===== src/rtl/psram_probe_pkg.sv =====
package psram_probe_pkg;
  typedef enum logic [1:0] {
    ACC_IDLE  = 2'd0,
    ACC_WRITE = 2'd1,
    ACC_READ  = 2'd2
  } acc_kind_e;
endpackage


===== src/rtl/probe_access_decode.sv =====
module probe_access_decode
  import psram_probe_pkg::*;
(
  input  logic      cs_n,
  input  logic      adv_n,
  input  logic      we_n,
  output acc_kind_e kind
);
  // An access begins only when select and address-valid coincide.
  always_comb begin
    if (!cs_n && !adv_n) kind = we_n ? ACC_READ : ACC_WRITE;
    else                 kind = ACC_IDLE;
  end
endmodule


===== src/rtl/probe_test_reg.sv =====
module probe_test_reg #(
  parameter int ADDR_W = 22,
  parameter int DATA_W = 32
) (
  input  logic              clk,
  input  logic              rst_n,
  input  logic              wr_stb,
  input  logic [ADDR_W-1:0] addr,
  input  logic [DATA_W-1:0] wdata,
  output logic [DATA_W-1:0] probe_q
);
  localparam int PAD_W = DATA_W - ADDR_W;

  logic [DATA_W-1:0] addr_ext;

  generate
    if (PAD_W > 0) begin : g_pad
      assign addr_ext = {{PAD_W{1'b0}}, addr};
    end else begin : g_trunc
      assign addr_ext = addr[DATA_W-1:0];
    end
  endgenerate

  always_ff @(posedge clk or negedge rst_n) begin
    if (!rst_n) begin
      probe_q <= '0;
    end else if (wr_stb) begin
      probe_q <= (addr == '0) ? wdata : addr_ext;
    end
  end
endmodule


===== src/rtl/probe_read_timer.sv =====
module probe_read_timer #(
  parameter int RD_LAT = 3
) (
  input  logic clk,
  input  logic rst_n,
  input  logic cs_n,
  input  logic rd_start,
  input  logic wr_start,
  output logic ready
);
  localparam int CNT_W = $clog2(RD_LAT + 1);
  localparam logic [CNT_W-1:0] LAT_V = CNT_W'(RD_LAT);

  logic [CNT_W-1:0] cnt_q;

  always_ff @(posedge clk or negedge rst_n) begin
    if (!rst_n) begin
      cnt_q <= '0;
    end else if (cs_n || wr_start) begin
      cnt_q <= '0;
    end else if (rd_start) begin
      cnt_q <= CNT_W'(1);
    end else if (cnt_q != '0 && cnt_q != LAT_V) begin
      cnt_q <= cnt_q + CNT_W'(1);
    end
  end

  assign ready = (cnt_q == LAT_V);
endmodule


===== src/rtl/probe_wait_gen.sv =====
module probe_wait_gen #(
  parameter int WAIT_RELEASE = 2
) (
  input  logic clk,
  input  logic rst_n,
  input  logic cs_n,
  input  logic acc_start,
  output logic wait_n
);
  localparam int REL_W = $clog2(WAIT_RELEASE + 1);
  localparam logic [REL_W-1:0] LAST_V = REL_W'(WAIT_RELEASE - 1);

  logic [REL_W-1:0] rel_q;

  always_ff @(posedge clk or negedge rst_n) begin
    if (!rst_n) begin
      wait_n <= 1'b1;
      rel_q  <= '0;
    end else if (acc_start) begin
      wait_n <= 1'b0;
      rel_q  <= '0;
    end else if (!wait_n) begin
      if (!cs_n) begin
        rel_q <= '0;
      end else if (rel_q == LAST_V) begin
        wait_n <= 1'b1;
        rel_q  <= '0;
      end else begin
        rel_q <= rel_q + REL_W'(1);
      end
    end
  end
endmodule


===== src/rtl/psram_probe_target.sv =====
module psram_probe_target
  import psram_probe_pkg::*;
#(
  parameter int ADDR_W       = 22,
  parameter int DATA_W       = 32,
  parameter int RD_LAT       = 3,
  parameter int WAIT_RELEASE = 2
) (
  input  logic              clk,
  input  logic              rst_n,
  input  logic              cs_n,
  input  logic              adv_n,
  input  logic              we_n,
  input  logic              oe_n,
  input  logic [ADDR_W-1:0] addr,
  input  logic [DATA_W-1:0] data_i,
  output logic [DATA_W-1:0] data_o,
  output logic              data_oe,
  output logic              wait_n
);
  acc_kind_e         kind;
  logic              wr_start;
  logic              rd_start;
  logic              rd_ready;
  logic [DATA_W-1:0] test_q;

  probe_access_decode u_decode (
    .cs_n  (cs_n),
    .adv_n (adv_n),
    .we_n  (we_n),
    .kind  (kind)
  );

  assign wr_start = (kind == ACC_WRITE);
  assign rd_start = (kind == ACC_READ);

  probe_test_reg #(.ADDR_W(ADDR_W), .DATA_W(DATA_W)) u_reg (
    .clk     (clk),
    .rst_n   (rst_n),
    .wr_stb  (wr_start),
    .addr    (addr),
    .wdata   (data_i),
    .probe_q (test_q)
  );

  probe_read_timer #(.RD_LAT(RD_LAT)) u_timer (
    .clk      (clk),
    .rst_n    (rst_n),
    .cs_n     (cs_n),
    .rd_start (rd_start),
    .wr_start (wr_start),
    .ready    (rd_ready)
  );

  probe_wait_gen #(.WAIT_RELEASE(WAIT_RELEASE)) u_wait (
    .clk       (clk),
    .rst_n     (rst_n),
    .cs_n      (cs_n),
    .acc_start (wr_start | rd_start),
    .wait_n    (wait_n)
  );

  assign data_oe = rd_ready & ~cs_n & ~oe_n;
  assign data_o  = data_oe ? test_q : '0;
endmodule


===== config.mk =====
export PLATFORM = sky130hd
export DESIGN_NAME = psram_probe_target
export DESIGN_NICKNAME = d
export VERILOG_FILES = /design/src/rtl/psram_probe_pkg.sv /design/src/rtl/probe_access_decode.sv /design/src/rtl/probe_test_reg.sv /design/src/rtl/probe_read_timer.sv /design/src/rtl/probe_wait_gen.sv /design/src/rtl/psram_probe_target.sv
export SDC_FILE = /design/constraint.sdc
export NUM_CORES = 1
export LEC_CHECK = 0
export ABC_AREA = 1
export BUFFER_PORTS_ARGS = -buffer_cell sky130_fd_sc_hd__buf_4
export CAP_MARGIN = 5
export CORE_MARGIN = 3
export CORE_UTILIZATION = 30
export CTS_CLUSTER_SIZE = 40
export DETAILED_ROUTE_END_ITERATION = 10
export GPL_TIMING_DRIVEN = 0
export SKIP_CTS_REPAIR_TIMING = 1
export SLEW_MARGIN = 15
export SYNTH_ARGS = -nofsm -noshare
export SYNTH_HDL_FRONTEND = slang
export SYNTH_SLANG_ARGS = --single-unit

===== constraint.sdc =====
create_clock -name clk -period 1.2 [get_ports clk]
set_clock_uncertainty 0.15 [all_clocks]
set_input_delay 0.18 -clock clk [delete_from_list [all_inputs] [get_ports clk]]
set_output_delay 0.18 -clock clk [all_outputs]
set_load 0.005 [all_outputs]

==> impl_metrics.env <==
export IMPL_reg2reg_depth=4
export IMPL_required_ns=0.87
export IMPL_end_kind="primary output"
export IMPL_final_cells=448
export IMPL_synth_mux_area_share_pct=0
export IMPL_dr_pass1_iters=4
export IMPL_layout_nets=431
export IMPL_yosysTopAreaCell="dfrtp_1"
export IMPL_die_y_um=87.72
export IMPL_cts_tree="done"
export IMPL_violations="negative hold slack, negative setup slack"
export IMPL_routed_via_density=4.688
export IMPL_synth_async_reset_ratio_pct=100.0
export IMPL_cts_buffers=5
export IMPL_dp_slack_ns=-0.3958
export IMPL_place_inst=434
export IMPL_ys_top_cells_by_area="dfrtp_1 45%, nor2_1 16%, nand4_1 6.9%"
export IMPL_synth_seq_area_share_pct=46.28
export IMPL_row_count=29
export IMPL_routabilityCongestion=0.7782
export IMPL_synth_compound_area_share_pct=10.12
export IMPL_status="finished, violations left"
export IMPL_place_hpwl_um=4305
export IMPL_peakVddDrop_v=0.0003874
export IMPL_synth_seq_cells=37
export IMPL_worstMarginPinSlew_ns=0.4926
export IMPL_ant_nets=0
export IMPL_synth_distinct_cells=25
export IMPL_synth_xor_area_share_pct=0.4372
export IMPL_start_util_pct=31.19
export IMPL_diodes=0
export IMPL_die_w_um=87.72
export IMPL_finalSetupViolations=35
export IMPL_htree_levels=2
export IMPL_start_kind="flop"
export IMPL_ys_flop_type="dfrtp_1"
export IMPL_antenna_found_initial=0
export IMPL_final_util_pct=47.34
export IMPL_synth_top_cell_area_share_pct=44.97
export IMPL_whs_path_depth=2
export IMPL_synth_edff_count=0
export IMPL_clkTransAtPathRegs_ns=0.07
export IMPL_hold_ws_ns=-0.06516
export IMPL_synth_common_cells="88 x nor2_1, 36 x dfrtp_1, 36 x inv_1, 23 x a21oi_1, 22 x nand4_1"
export IMPL_cts_num_sinks=37
export IMPL_fin_crit_sh_pct=149.1
export IMPL_grtUsageTotal_pct=15.65
export IMPL_area_delta_synth_final_pct=51.78
export IMPL_globalRouteOverflowTotal=0
export IMPL_dieArea_um2=7694
export IMPL_yosys_area_share_simple_pct=30.36
export IMPL_setup_tns_ns=-18.48
export IMPL_synth_warnings=0
export IMPL_drc_errors=0
export IMPL_finalInstanceArea_um2=3040
export IMPL_rsz0062_at_grt="yes"
export IMPL_synth_most_common_cell="nor2_1"
export IMPL_avgSynthCellArea_um2=7.588
export IMPL_netlist_instances=264
export IMPL_slew_headroom_pct=67.16
export IMPL_core_area_um2=6422
export IMPL_placed_cell_area_um2=2800
export IMPL_fin_crit_ns=1.789
export IMPL_portBuffers=93
export IMPL_min_path_type="in2reg"
export IMPL_grt_pass1_wl_um=9397
export IMPL_vias=2100
export IMPL_cts_root_buf="clkbuf_8"
export IMPL_syn_area_um2=2003
export IMPL_synth_nets=325
export IMPL_wl_per_cell_um=13.34
export IMPL_synth_top_family_by_area="simple AND/OR/NAND/NOR gates"
export IMPL_grt_max_degree=38
export IMPL_fmax_mhz=558.9
export IMPL_grt_pass1_vias=1983
export IMPL_clk_latency_ns=0.28
export IMPL_drv_cap=0
export IMPL_cts_buffer_depth=2
export IMPL_critPathArrivalTime_ns=1.46
export IMPL_power_leakage_uw=0.001533
export IMPL_path_max_fanout=10
export IMPL_crit_type="reg2out"
export IMPL_drtIter0Drc=83
export IMPL_slew_violations=0
export IMPL_power_density_nw_per_um2=986.5
export IMPL_hold_viol=1
export IMPL_layout_setup_ws_ns=-0.5893
export IMPL_drive_above_1_share_pct=39.08
export IMPL_wl_um=5976
export IMPL_synth_adder_area_share_pct=0.6246
export IMPL_ios=94
final cells by class:
cell class | instances | area [µm²]
Sequential cell | 37 | 927.1
Buffer | 15 | 128.9
Clock buffer | 8 | 80.08
Multi-Input combinational cell | 173 | 892.1
Timing Repair Buffer | 99 | 767.0
Tap cell | 77 | 96.34
Inverter | 39 | 148.9
Fill cell | 673 | 3382
placed cells by master (no fill, tap or decap):
| cell | n |
|---|---|
| a21oi_1 | 23 |
| a22oi_1 | 1 |
| a32o_1 | 1 |
| buf_2 | 4 |
| buf_4 | 100 |
| buf_6 | 4 |
| buf_8 | 2 |
| clkbuf_1 | 3 |
| clkbuf_16 | 1 |
| clkbuf_4 | 2 |
| clkbuf_8 | 5 |
| dfrtp_1 | 36 |
| dfstp_2 | 1 |
| dlygate4sd3_1 | 1 |
| ha_2 | 1 |
| inv_1 | 35 |
| inv_2 | 3 |
| inv_4 | 1 |
| nand2_1 | 15 |
| nand2_2 | 2 |
| nand3_2 | 1 |
| nand4_1 | 22 |
| nor2_1 | 76 |
| nor2_2 | 10 |
| nor2_4 | 6 |
| nor2_8 | 1 |
| nor3_1 | 1 |
| o211ai_1 | 1 |
| o22ai_1 | 10 |
| or2_4 | 1 |
| xor2_1 | 1 |
worst max-delay path, cell delays in order (launching register included):
cell,delay (ns)
dfrtp_1,0.37
ha_2,0.18
nand2_2,0.06
nor2_4,0.11
inv_4,0.08
buf_8,0.15
nor2_1,0.10
buf_4,0.12
stage by stage:
stage | power [µW] | hold slack, ns
after CTS | 2969 | -0.2829
after detailed placement | 2107 | 0.03166
after floorplan | 1806 | -0.2656
after global placement | 2089 | 0.03358
final | 2999 | -0.06516
after global routing | 3210 | -0.06056
path summary, 6_finish.rpt:
path | from | to | slack [ns]
min | cs_n | u_timer.cnt_q[1] | -0.07
max | u_timer.cnt_q[0] | data_o[11] | -0.59
min reg2reg | u_wait.rel_q[1] | u_wait.rel_q[1] | 0.35
max in group asynchronous | rst_n | u_wait.wait_n | 0.29
max reg2reg | u_timer.cnt_q[0] | u_timer.cnt_q[0] | -0.11
min in group asynchronous | rst_n | u_wait.rel_q[1] | 0.26
flip-flops by register name (all words and copies together) (netlist names):
name / cells
u_timer.cnt_q: 2
u_wait.rel_q: 2
u_reg.probe_q: 32
u_wait.wait_n: 1
power by group:
group | leakage [µW] | switching, µW | internal [µW]
clock network | 0.0000395 | 441 | 413
logic | 0.00105 | 295 | 335
registers | 0.000445 | 93.3 | 1420
cell families after synthesis:
| kind of cell | Yosys count |
|---|---|
| flops | 37 |
| buf+inv | 54 |
| xor+xnor | 1 |
| simple gates | 135 |
| fa+ha+maj | 1 |
| compound gates | 36 |
layer usage:
layer	global-route usage (%)	wire [µm]	vias to the layer above	share of wire, %
li1	-	-	1054	-
met1	21.59	2742	975	46
met2	24.11	2788	66	47
met3	4.139	397	5	6.6
met4	4.603	48	0	0.80
met5	0	0	-	0
Power figures use the tool's default switching activity.
